`src/rtl/rmag_pkg.sv`:
```
// Shared types for the real-mode address former.
// Assumes a two-bit access-kind field on the request port.
package rmag_pkg;

    typedef enum logic [1:0] {
        KIND_CODE  = 2'b00,
        KIND_STACK = 2'b01,
        KIND_DATA  = 2'b10,
        KIND_NONE  = 2'b11
    } acc_kind_e;

endpackage

```
`src/rtl/rmag_seg_state.sv`:
```
// Holds the code segment, the instruction pointer and the power-on alias flag.
// Assumes load inputs are single-cycle pulses. The alias is set only by reset
// and is cleared by any code segment load.
module rmag_seg_state #(
    parameter int          SEG_W    = 16,
    parameter int          OFF_W    = 16,
    parameter logic [15:0] RESET_CS = 16'hF000,
    parameter logic [15:0] RESET_IP = 16'hFFF0
) (
    input  logic             clk,
    input  logic             rst_n,
    input  logic             cs_ld_i,
    input  logic [SEG_W-1:0] cs_val_i,
    input  logic             ip_ld_i,
    input  logic [OFF_W-1:0] ip_val_i,
    output logic [SEG_W-1:0] cs_o,
    output logic [OFF_W-1:0] ip_o,
    output logic             alias_o
);

    logic [SEG_W-1:0] cs_q;
    logic [OFF_W-1:0] ip_q;
    logic             alias_q;

    // Code segment register: reset value or loaded value
    always_ff @(posedge clk) begin
        if (!rst_n)       cs_q <= SEG_W'(RESET_CS);
        else if (cs_ld_i) cs_q <= cs_val_i;
    end

    // Instruction pointer register: reset value or loaded value
    always_ff @(posedge clk) begin
        if (!rst_n)       ip_q <= OFF_W'(RESET_IP);
        else if (ip_ld_i) ip_q <= ip_val_i;
    end

    // Alias flag: set by reset, cleared on the edge that loads the code segment
    always_ff @(posedge clk) begin
        if (!rst_n)       alias_q <= 1'b1;
        else if (cs_ld_i) alias_q <= 1'b0;
    end

    assign cs_o    = cs_q;
    assign ip_o    = ip_q;
    assign alias_o = alias_q;

    AST_ALIAS_CLEARS_ON_LOAD: assert property (@(posedge clk) disable iff (!rst_n)
        cs_ld_i |=> !alias_o);
    AST_ALIAS_STAYS_CLEAR: assert property (@(posedge clk) disable iff (!rst_n)
        !alias_o |=> !alias_o);
    AST_CS_TAKES_LOAD: assert property (@(posedge clk) disable iff (!rst_n)
        cs_ld_i |=> cs_o == $past(cs_val_i));
    AST_IP_LOAD_KEEPS_ALIAS: assert property (@(posedge clk) disable iff (!rst_n)
        (ip_ld_i && !cs_ld_i) |=> $stable(alias_o));

endmodule

```
`src/rtl/rmag_src_sel.sv`:
```
// Chooses the segment and offset for a request from its access kind and
// marks whether the power-on alias base applies. Purely combinational
// apart from the clock used by its assertion.
module rmag_src_sel
    import rmag_pkg::*;
#(
    parameter int SEG_W = 16,
    parameter int OFF_W = 16
) (
    input  logic             clk,
    input  logic             rst_n,
    input  logic             req_vld_i,
    input  logic [1:0]       req_kind_i,
    input  logic [SEG_W-1:0] cs_i,
    input  logic [SEG_W-1:0] ss_i,
    input  logic [SEG_W-1:0] ds_i,
    input  logic [OFF_W-1:0] ip_i,
    input  logic [OFF_W-1:0] sp_i,
    input  logic [OFF_W-1:0] data_off_i,
    input  logic             alias_i,
    output logic             fire_o,
    output logic [SEG_W-1:0] seg_o,
    output logic [OFF_W-1:0] off_o,
    output logic             use_alias_o
);

    acc_kind_e kind;
    assign kind = acc_kind_e'(req_kind_i);

    // Segment and offset selection by access kind
    always_comb begin
        fire_o      = 1'b0;
        seg_o       = '0;
        off_o       = '0;
        use_alias_o = 1'b0;
        unique case (kind)
            KIND_CODE: begin
                fire_o      = req_vld_i;
                seg_o       = cs_i;
                off_o       = ip_i;
                use_alias_o = alias_i;
            end
            KIND_STACK: begin
                fire_o = req_vld_i;
                seg_o  = ss_i;
                off_o  = sp_i;
            end
            KIND_DATA: begin
                fire_o = req_vld_i;
                seg_o  = ds_i;
                off_o  = data_off_i;
            end
            default: begin
                fire_o = 1'b0;
            end
        endcase
    end

    AST_ALIAS_CODE_ONLY: assert property (@(posedge clk) disable iff (!rst_n)
        (fire_o && use_alias_o) |-> (req_kind_i == 2'b00));
    AST_NONE_NO_FIRE: assert property (@(posedge clk) disable iff (!rst_n)
        (req_kind_i == 2'b11) |-> !fire_o);

endmodule

```
`src/rtl/rmag_addr_form.sv`:
```
// Forms the physical address and registers it with its valid flag.
// Normal path: segment shifted by SHIFT bits plus offset, modulo 2^(SEG_W+SHIFT),
// zero-extended. Alias path: full-width ALIAS_BASE plus offset.
module rmag_addr_form #(
    parameter int          SEG_W      = 16,
    parameter int          OFF_W      = 16,
    parameter int          SHIFT      = 4,
    parameter int          ADDR_W     = 32,
    parameter logic [31:0] ALIAS_BASE = 32'hFFFF0000
) (
    input  logic              clk,
    input  logic              rst_n,
    input  logic              fire_i,
    input  logic [SEG_W-1:0]  seg_i,
    input  logic [OFF_W-1:0]  off_i,
    input  logic              use_alias_i,
    output logic [ADDR_W-1:0] addr_o,
    output logic              addr_vld_o
);

    localparam int RM_W  = SEG_W + SHIFT;
    localparam int PAD_W = ADDR_W - RM_W;

    logic [RM_W-1:0]   rm_sum;
    logic [ADDR_W-1:0] rm_addr;
    logic [ADDR_W-1:0] alias_addr;
    logic [ADDR_W-1:0] next_addr;
    logic              alias_sel_q;

    // Real-mode sum in RM_W bits, so the carry out of the top bit is dropped
    assign rm_sum  = {seg_i, {SHIFT{1'b0}}} + {{(RM_W-OFF_W){1'b0}}, off_i};

    generate
        if (PAD_W > 0) begin : g_pad
            assign rm_addr = {{PAD_W{1'b0}}, rm_sum};
        end else begin : g_nopad
            assign rm_addr = rm_sum[ADDR_W-1:0];
        end
    endgenerate

    assign alias_addr = ADDR_W'(ALIAS_BASE) + {{(ADDR_W-OFF_W){1'b0}}, off_i};
    assign next_addr  = use_alias_i ? alias_addr : rm_addr;

    // Output register: address held from the last accepted request
    always_ff @(posedge clk) begin
        if (!rst_n) begin
            addr_o      <= '0;
            alias_sel_q <= 1'b0;
        end else if (fire_i) begin
            addr_o      <= next_addr;
            alias_sel_q <= use_alias_i;
        end
    end

    // Valid flag: one cycle after each accepted request
    always_ff @(posedge clk) begin
        if (!rst_n) addr_vld_o <= 1'b0;
        else        addr_vld_o <= fire_i;
    end

    AST_VALID_AFTER_FIRE: assert property (@(posedge clk) disable iff (!rst_n)
        fire_i |=> addr_vld_o);
    AST_NO_VALID_WITHOUT_FIRE: assert property (@(posedge clk) disable iff (!rst_n)
        !fire_i |=> !addr_vld_o);
    AST_LOW_MEGABYTE: assert property (@(posedge clk) disable iff (!rst_n)
        (addr_vld_o && !alias_sel_q) |-> (addr_o[ADDR_W-1:RM_W] == '0));
    AST_ALIAS_HIGH_WINDOW: assert property (@(posedge clk) disable iff (!rst_n)
        (addr_vld_o && alias_sel_q) |-> (addr_o[ADDR_W-1:OFF_W] == ALIAS_BASE[ADDR_W-1:OFF_W]));

endmodule

```
`src/rtl/rmag_top.sv`:
```
// Real-mode physical address former with a power-on code alias.
// Holds the code segment and instruction pointer; the stack and data
// segments, the stack pointer and the data offset come in live each cycle.
// Assumes ADDR_W > SEG_W + SHIFT > OFF_W.
module rmag_top #(
    parameter int          SEG_W      = 16,
    parameter int          OFF_W      = 16,
    parameter int          SHIFT      = 4,
    parameter int          ADDR_W     = 32,
    parameter logic [15:0] RESET_CS   = 16'hF000,
    parameter logic [15:0] RESET_IP   = 16'hFFF0,
    parameter logic [31:0] ALIAS_BASE = 32'hFFFF0000
) (
    input  logic              clk,
    input  logic              rst_n,
    input  logic              req_vld_i,
    input  logic [1:0]        req_kind_i,
    input  logic [SEG_W-1:0]  ss_i,
    input  logic [SEG_W-1:0]  ds_i,
    input  logic [OFF_W-1:0]  sp_i,
    input  logic [OFF_W-1:0]  data_off_i,
    input  logic              cs_ld_i,
    input  logic [SEG_W-1:0]  cs_val_i,
    input  logic              ip_ld_i,
    input  logic [OFF_W-1:0]  ip_val_i,
    output logic [ADDR_W-1:0] addr_o,
    output logic              addr_vld_o
);

    logic [SEG_W-1:0] cs_w;
    logic [OFF_W-1:0] ip_w;
    logic             alias_w;
    logic             fire_w;
    logic [SEG_W-1:0] seg_w;
    logic [OFF_W-1:0] off_w;
    logic             use_alias_w;

    rmag_seg_state #(
        .SEG_W(SEG_W), .OFF_W(OFF_W), .RESET_CS(RESET_CS), .RESET_IP(RESET_IP)
    ) u_state (
        .clk(clk), .rst_n(rst_n),
        .cs_ld_i(cs_ld_i), .cs_val_i(cs_val_i),
        .ip_ld_i(ip_ld_i), .ip_val_i(ip_val_i),
        .cs_o(cs_w), .ip_o(ip_w), .alias_o(alias_w)
    );

    rmag_src_sel #(
        .SEG_W(SEG_W), .OFF_W(OFF_W)
    ) u_sel (
        .clk(clk), .rst_n(rst_n),
        .req_vld_i(req_vld_i), .req_kind_i(req_kind_i),
        .cs_i(cs_w), .ss_i(ss_i), .ds_i(ds_i),
        .ip_i(ip_w), .sp_i(sp_i), .data_off_i(data_off_i),
        .alias_i(alias_w),
        .fire_o(fire_w), .seg_o(seg_w), .off_o(off_w), .use_alias_o(use_alias_w)
    );

    rmag_addr_form #(
        .SEG_W(SEG_W), .OFF_W(OFF_W), .SHIFT(SHIFT), .ADDR_W(ADDR_W),
        .ALIAS_BASE(ALIAS_BASE)
    ) u_form (
        .clk(clk), .rst_n(rst_n),
        .fire_i(fire_w), .seg_i(seg_w), .off_i(off_w), .use_alias_i(use_alias_w),
        .addr_o(addr_o), .addr_vld_o(addr_vld_o)
    );

    AST_RESET_NO_VALID: assert property (@(posedge clk)
        !rst_n |=> !addr_vld_o);

endmodule

```
`config.mk`:
```
export PLATFORM = sky130hd
export DESIGN_NAME = rmag_top
export DESIGN_NICKNAME = d
export VERILOG_FILES = /design/src/rtl/rmag_pkg.sv /design/src/rtl/rmag_seg_state.sv /design/src/rtl/rmag_src_sel.sv /design/src/rtl/rmag_addr_form.sv /design/src/rtl/rmag_top.sv
export SDC_FILE = /design/constraint.sdc
export NUM_CORES = 1
export LEC_CHECK = 0
export ABC_AREA = 1
export CAP_MARGIN = 15
export CORE_MARGIN = 8
export CORE_UTILIZATION = 45
export DETAILED_ROUTE_END_ITERATION = 8
export PLACE_DENSITY = 0.82
export SLEW_MARGIN = 5
export SYNTH_ARGS = -nofsm -noshare
export SYNTH_HDL_FRONTEND = slang
export SYNTH_SLANG_ARGS = --single-unit
```
`constraint.sdc`:
```
create_clock -name clk -period 3.55 [get_ports clk]
set_input_delay 0.8875 -clock clk [delete_from_list [all_inputs] [get_ports clk]]
set_output_delay 0.8875 -clock clk [all_outputs]
set_load 0.05 [all_outputs]
```
# Yosys cells after proc, flatten, opt, wreduce, memory -nomap -nowiden
# Cells that the tools add are included.
# totals
reg_bits	66
latchBits	0
mem_bits_rw	0
mem_bits_ro	0
word_cells	16
mem_count	0
# op_classes
n_addsub	2
multipliers	0
div	0
magnitude_cmp	0
n_eq_ne	2
shifts	0
n_mux	5
bitwise	0
reduce_logical	2
# ops
operator	n
case mux 16 bit (3 select lines)	2
two-way mux 32 bit	1
adder 20 x 16 -> 20 bit	1
adder 17 x 17 -> 18 bit, first input constant	1
OR reduction 3 bit	1
equality test 2 x 1 -> 1 bit, second input constant	1
equality test 2 bit, second input constant	1
zero test 2 bit	1
two-way mux 1 bit	2

# Logic depth before layout (Yosys ltp)
# Gate-level depths: netlist of run 1.
# logic_depth
ltp_word	4
depth_mapped	20

# By module
# A second synthesis of run 1 with hierarchy kept.
# unflattened
hier_cells	617
hier_area_um2	3829.9
# by_module_without_submodules
mod	instances	cells_per_inst	area_per_inst_um2
rmag_addr_form	1	292	1801.7
rmag_seg_state	1	175	1239.9
rmag_src_sel	1	150	788.3

# Worst setup path after synthesis of run 1
# OpenSTA, ideal clock, no wires.
# synth_timing
path_kind	in2reg
start	in req_kind_i[1]
end	reg u_form.addr_o[18]
setup_time_ns	0.118
arrival_time_ns	2.834
path_slack_ns	0.598
stages	17
path_cell_list	buf_6 > nor2_4 > buf_6 > buf_2 > nand2_1 > nand3_1 > ha_1 > inv_1 > fa_1 > inv_1 > nand3_1 > nand2_1 > nand3_1 > nand3_1 > a21oi_2 > nor2_1 > nor2_1
# synth_via
elab_chain_cells	4
elab_cells_between_ends	11
classes_between	2 x add/sub; 2 x eq/ne; 5 x mux; 2 x reduce/logical
# synth_lines
element	line_no	text
start, declared	rmag_top.sv:17	input logic [1:0] req_kind_i,
equality test 2 bit (tied with other cells)	rmag_src_sel.sv:36	unique case (kind)
case mux 16 bit (3 select lines)	rmag_src_sel.sv:36	
adder 20 x 16 -> 20 bit / adder 17 x 17 -> 18 bit (equally long branches)	rmag_addr_form.sv:31, rmag_addr_form.sv:41	
two-way mux 32 bit	rmag_addr_form.sv:42	assign next_addr = use_alias_i ? alias_addr : rm_addr;
end signal, assigned	rmag_addr_form.sv:50	addr_o <= next_addr;
end, declared	rmag_addr_form.sv:17	output logic [ADDR_W-1:0] addr_o,
# Parallel ways exist; a longest one is shown, timed or not.
# A chain may end at the register's enable or synchronous reset.

# Worst setup path in the final report of run 1
# layout_timing
start	in req_kind_i[0]
end	reg u_form.addr_o[18]
# The elaborated chain is that of the path after synthesis.

==> results_dict.tcl, run 1 <==
set metrics [dict create \
    status "complete, no violations" \
    cpPeakStageDelay_ps 520 \
    worstSetupPathType "in -> reg" \
    period_needed_ps 3380 \
    antenna_found_initial 0 \
    yosys_warnings 0 \
    clkSinkCount 55 \
    power_leakage_uw 0.002449 \
    diodes 0 \
    cap_violations 0 \
    clkLatencyLatePin_ps 320 \
    synthArstFlopShare 0 \
    route.detailed.drc 0 \
    irDropWorstVdd_mv 0.2046 \
    synth-seq-area-share 0.3124 \
    power.total_uw 1826 \
    drive_gt1_frac 0.1096 \
    synth_cell_type_count 34 \
    syn_inst 557 \
    end_kind "register" \
    maxSlewViolCount 0 \
    post-place-ws_ps -133.0 \
    io_pins 136 \
    cts_tree "done" \
    die_area_um2 10920 \
    tns_ps 0 \
    ctsHoldBuffers 0 \
    p_comb_frac 0.399 \
    synthFlopType "dfxtp_1" \
    p_int_uw 1153 \
    crit_path_max_fanout 15 \
    die_w_um 104.5 \
    postRouteAntennaNets 0 \
    hp-class "reg -> reg" \
    clock_power_share 0.221 \
    critPathLaunchType "primary input" \
    die_y_um 104.5 \
    grt_pass1_wl_um 21910 \
    drt-vias-per-instance 5.182 \
    cts_max_level 2 \
    grt_max_degree 33 \
    clock.fmax_ghz 0.2958 \
    cts_buffer_depth 2 \
    slew_headroom 0.5405 \
    synth-edff-count 0 \
    p_per_area_nw_per_um2 346.4 \
    gp_congestion 0.9363 \
    p_seq_frac 0.380 \
    vias 4218 \
    grt_remaining_overflow 0 \
    grt_pass1_vias 4151 \
    synth-seq-cells 55 \
    drt_first_pass_iters 5 \
    cts_resized 0 \
    nets 827 \
    dp_cells 806 \
    avgSynthCellArea_um2 6.328 \
    initialDrtViolationCount 288 \
    final.setup.worst_slack_ps 169.8 \
    syn_area_um2 3525 \
    period_share 0.9522 \
    swShare 0.3682 \
    wl_per_cell_um 16.90 \
    final_util 0.6891 \
    initial_core_util 0.4609 \
    switching_power_uw 672.3 \
    tightest_slew_ps 687.1 \
    skew_ps 9.529 \
    hpwl_um 11350 \
    cts_root_buf "clkbuf_8" \
    post-cts-setup-buffer-count 0 \
    syn_nets 673 \
    synthToLayoutAreaGrowth_pct 49.52 \
    row_count 32 \
    hold_viol 0 \
    required_ps 3810 \
    path_clk_slew_ps 110 \
    grt.total_usage 0.2478 \
    drt_wl_total_um 13750 \
    coreArea_um2 7647 \
    path_cells "clkdlybuf4s50_1 > nor2_4 > inv_2 > o211ai_1 > nand2_1 > fa_1 > inv_1 > nand3_1 > nand2_1 > nand3_1 > nand3_1 > nand3_1 > nand2_1 > nor2_1 > nor2_1" \
    setup_viol 0 \
    portBuffers 135 \
    critPathMostFrequentCell "nand3_1" \
    cp.arrival_ps 3640 \
    cts-buffers-inserted 5 \
    slowest_stage "clkdlybuf4s50_1" \
    grt_setup_unrepaired "false" \
    final_cells 814 \
]
cells in the final DEF, fill, tap and decap left out, drive strengths merged, types with 3 or more instances in the layout:
cell | synthesis | layout
buf | 22 | 45
xor2 | 4 | 4
a21oi | 37 | 37
clkdlybuf4s50 | 0 | 135
nand4 | 3 | 3
nand3 | 55 | 55
a221oi | 3 | 3
nor2 | 64 | 64
a31oi | 9 | 9
ha | 12 | 12
o21ai | 39 | 39
nand2 | 181 | 181
a22oi | 3 | 3
clkbuf | 11 | 6
inv | 50 | 51
dfxtp | 55 | 55
cell type report:
type                    count  area (um2)
flip-flops and latches     55        1101
well taps                 102       127.6
clock inverters             2       20.02
multi-input cells         419        2037
repair buffers            180        1714
inverters                  50       187.7
clock buffers               6       82.58
fillers                   680        2377
layer usage:
metal | track usage | share of wire | wire, um
met1 | 0.3200 | 0.44 | 6049
met2 | 0.4112 | 0.48 | 6575
met3 | 0.04647 | 0.064 | 885
met4 | 0.06618 | 0.018 | 243
met5 | 0 | 0 | 0
metrics by stage:
| stage | cell area, um2 | hold WS, ps |
|---|---|---|
| floorplan | 3525 | 429.2 |
| global placement | 5164 | 443.4 |
| detailed placement | 5164 | 448.8 |
| CTS | 5266 | 474.0 |
| global route | 5270 | 503.3 |
| finish | 5270 | 470.8 |
cell usage after synthesis (4+ instances only):
| library cell | count | area share |
|---|---|---|
| o21ai_0 | 34 | 0.048 |
| buf_2 | 6 | 0.0085 |
| buf_4 | 13 | 0.028 |
| nand3_1 | 52 | 0.074 |
| nand2_2 | 4 | 0.0071 |
| xor2_1 | 4 | 0.0099 |
| clkbuf_1 | 11 | 0.012 |
| inv_2 | 8 | 0.0085 |
| nand2_1 | 177 | 0.19 |
| a21oi_1 | 36 | 0.051 |
| nor2_1 | 59 | 0.063 |
| o21ai_1 | 5 | 0.0071 |
| a31oi_1 | 8 | 0.014 |
| inv_1 | 42 | 0.045 |
| ha_1 | 12 | 0.043 |
| dfxtp_1 | 55 | 0.31 |
worst paths after layout:
path,start,to,slack [ps],cells after the start
max,req_kind_i[0],u_form.addr_o[18],170,15
min,u_form.addr_o[11],u_form.addr_o[11],470,2
max reg2reg,u_state.ip_o[9],u_form.addr_o[19],1310,14
min reg2reg,u_form.addr_o[11],u_form.addr_o[11],470,2
power groups by stage:
stage | clock, uW | sequential, uW | combinational (uW)
3_5_place_dp | 0 | 708 | 720
4_1_cts | 406 | 694 | 723
3_3_place_gp | 0 | 705 | 714
2_1_floorplan | 0 | 779 | 318
5_1_grt | 432 | 700 | 788
6_report | 403 | 694 | 729
state kept, by name, summed over array words and instances, names as in the netlist:
signal and count:
u_form.addr_o 21, u_form.addr_vld_o 1, u_state.alias_o 1, u_state.cs_o 16, u_state.ip_o 16
worst max-delay path: cells and delay by family:
kind / cells / cell delay [ps]
adders and majority gates: 1 / 460
and+or+nand+nor: 10 / 1340
buffers and inverters: 3 / 680
AOI/OAI and AO/OA: 1 / 290
logic make-up after synthesis:
group / share of synthesized area
AOI/OAI and AO/OA: 0.1530
DFF: 0.3124
xor gates and xnor gates: 0.01242
adders and majority gates: 0.04828
buffers and inverters: 0.1108
and+or+nand+nor: 0.3632
Note: power is estimated with default switching activity, not from simulation.
==> run 2: changes to the inputs <==
Settings changed: CELL_PAD_IN_SITES_DETAIL_PLACEMENT set to 1, CELL_PAD_IN_SITES_GLOBAL_PLACEMENT set to 1, CORE_UTILIZATION 45 to 30, GPL_TIMING_DRIVEN set to 0, PLACE_DENSITY 0.82 to not set, PLACE_DENSITY_LB_ADDON set to 0.1.
==> run 2 against run 1 <==
Sequential share of layout area increased by 0.24 points. Highest routed layer is now met5. Fmax is 1.5% higher. Critical path type unchanged. Critical path depth grew 3.
==> results_dict.tcl, run 2 (synthesized netlist as in run 1, its figures left out) <==
set metrics [dict create \
    period_needed_ps 3329 \
    cts_root_buf "clkbuf_16" \
    die_y_um 124.4 \
    largest-register "u_form.addr_o" \
    postRouteAntennaNets 0 \
    slowest_stage "fa_1" \
    tightest_slew_ps 630.4 \
    ctsHoldBuffers 0 \
    seqCellArea_um2 1101 \
    path_cells "dlygate4sd2_1 > inv_2 > nand2_1 > inv_4 > buf_4 > nand2_1 > nand3_1 > ha_1 > inv_1 > fa_1 > inv_1 > nand3_1 > nand2_1 > nand2_1 > nand3_1 > nand2_1 > o21ai_1 > a21oi_1" \
    cp.arrival_ps 3510 \
    route.detailed.drc 0 \
    power.total_uw 1974 \
    synthToLayoutAreaGrowth_pct 47.85 \
    die_area_um2 15470 \
    cts-buffers-inserted 5 \
    setup_viol 0 \
    fin_area_um2 5211 \
    hpwl_um 12380 \
    place_area_um2 5035 \
    worstSetupPathType "in -> reg" \
    irDropWorstVdd_mv 0.3323 \
    power_leakage_uw 0.002370 \
    final.setup.worst_slack_ps 221.1 \
    fin_hold_ws_ps 466.0 \
    final_cells 840 \
    drt_first_pass_iters 4 \
    final_cell_mix "nand2_1, clkdlybuf4s50_1, nor2_1, dfxtp_1, nand3_1" \
    swShare 0.3426 \
    final_common_cell "nand2_1" \
    diodes 0 \
    nets 812 \
    drt_wl_total_um 14680 \
    critPathLaunchType "primary input" \
    p_int_uw 1298 \
    vias 4052 \
    cpPeakStageDelay_ps 400 \
    grt_pass1_vias 4536 \
    row_count 39 \
    gp_congestion 0.9248 \
    hold_viol 0 \
    coreArea_um2 11470 \
    cts_buffer_depth 2 \
    cap_violations 0 \
    skew_ps 3.118 \
    slew_headroom 0.5797 \
    end_kind "register" \
    crit_path_max_fanout 10 \
    required_ps 3730 \
    status "complete, no violations" \
    p_comb_frac 0.341 \
    initial_core_util 0.3074 \
    multi_input_area_um2 2033 \
    critPathMostFrequentCell "nand2_1" \
    antenna_found_initial 1 \
    grt_max_degree 20 \
    clkLatencyLatePin_ps 310 \
    drt-vias-per-instance 4.824 \
    clock.fmax_ghz 0.3004 \
    grt.total_usage 0.1876 \
    maxSlewViolCount 0 \
    cts_tree "done" \
    grt_remaining_overflow 0 \
    nFillCells 1496 \
    p_seq_frac 0.351 \
    io_pins 136 \
    die_w_um 124.4 \
    grt_pass1_wl_um 23540 \
    clock_power_share 0.308 \
    clkSinkCount 55 \
    dp_cells 833 \
    switching_power_uw 676.3 \
    p_per_area_nw_per_um2 378.8 \
    path_clk_slew_ps 70 \
    cts_max_level 2 \
    largest_register_ffs 21 \
    period_share 0.9377 \
    wl_per_cell_um 17.47 \
    hp-class "reg -> reg" \
    portBuffers 133 \
    drive_gt1_frac 0.07604 \
    initialDrtViolationCount 152 \
    grt_setup_unrepaired "false" \
    post-place-ws_ps -394.5 \
]
## run 2: per-layer routing
layer  vias to the layer above  part of all wire  track usage  routed length, um
met2                        92              0.49       0.3284               7254
li1                       2065                 -            -                  -
met3                        26             0.045      0.04809                657
met1                      1867              0.43       0.2117               6326
met5                         -           0.00055            0                  8
met4                         2             0.029      0.07512                431
## run 2: what timing repair did
| item | in CTS | in global routing |
|---|---|---|
| setup buffers | 0 | 0 |
| cloned | 0 | 0 |
| resized for setup | 1 | 2 |
| setup endpoints to repair | 4 | 2 |
## run 2: cell type report
cell class	instances	share of cell area
Inverter	50	0.03649
Multi-Input combinational cell	419	0.3902
Clock buffer	6	0.02665
Clock inverter	2	0.007443
Buffer	32	0.03842
Timing Repair Buffer	133	0.2552
Sequential cell	55	0.2113
Tap cell	143	0.03433
## run 2: per-stage QoR
stage / utilization / TNS [ps]
floorplan: - / 0
global route: 0.4544 / 0
CTS: 0.4540 / 0
detailed placement: 0.4391 / -3274
finish: 0.4544 / 0
global placement: 0.4391 / -2640
## run 2: power by group through the flow
| stage | logic (uW) | registers, uW | clock network [uW] |
|---|---|---|---|
| final | 674 | 692 | 608 |
| after detailed placement | 675 | 706 | 0 |
| after global placement | 662 | 703 | 0 |
| after global routing | 735 | 699 | 651 |
| after floorplan | 318 | 779 | 0 |
| after CTS | 677 | 692 | 629 |
## run 2: path summary, 6_finish.rpt
kind	start	end	slack (ps)	cells past startpoint
worst min register to register	u_state.cs_o[1]	u_state.cs_o[1]	470	2
worst max register to register	u_state.ip_o[4]	u_form.addr_o[12]	1330	13
worst max-delay path	req_kind_i[0]	u_form.addr_o[12]	220	18
worst min-delay path	u_state.cs_o[1]	u_state.cs_o[1]	470	2
## run 2: worst max-delay path: cells and delay by family
family / cells / cell delay (ps)
AO/OA/AOI/OAI: 2 / 250
adder cells (fa/ha/maj): 2 / 650
buffers and inverters: 6 / 960
AND/OR/NAND/NOR: 8 / 730
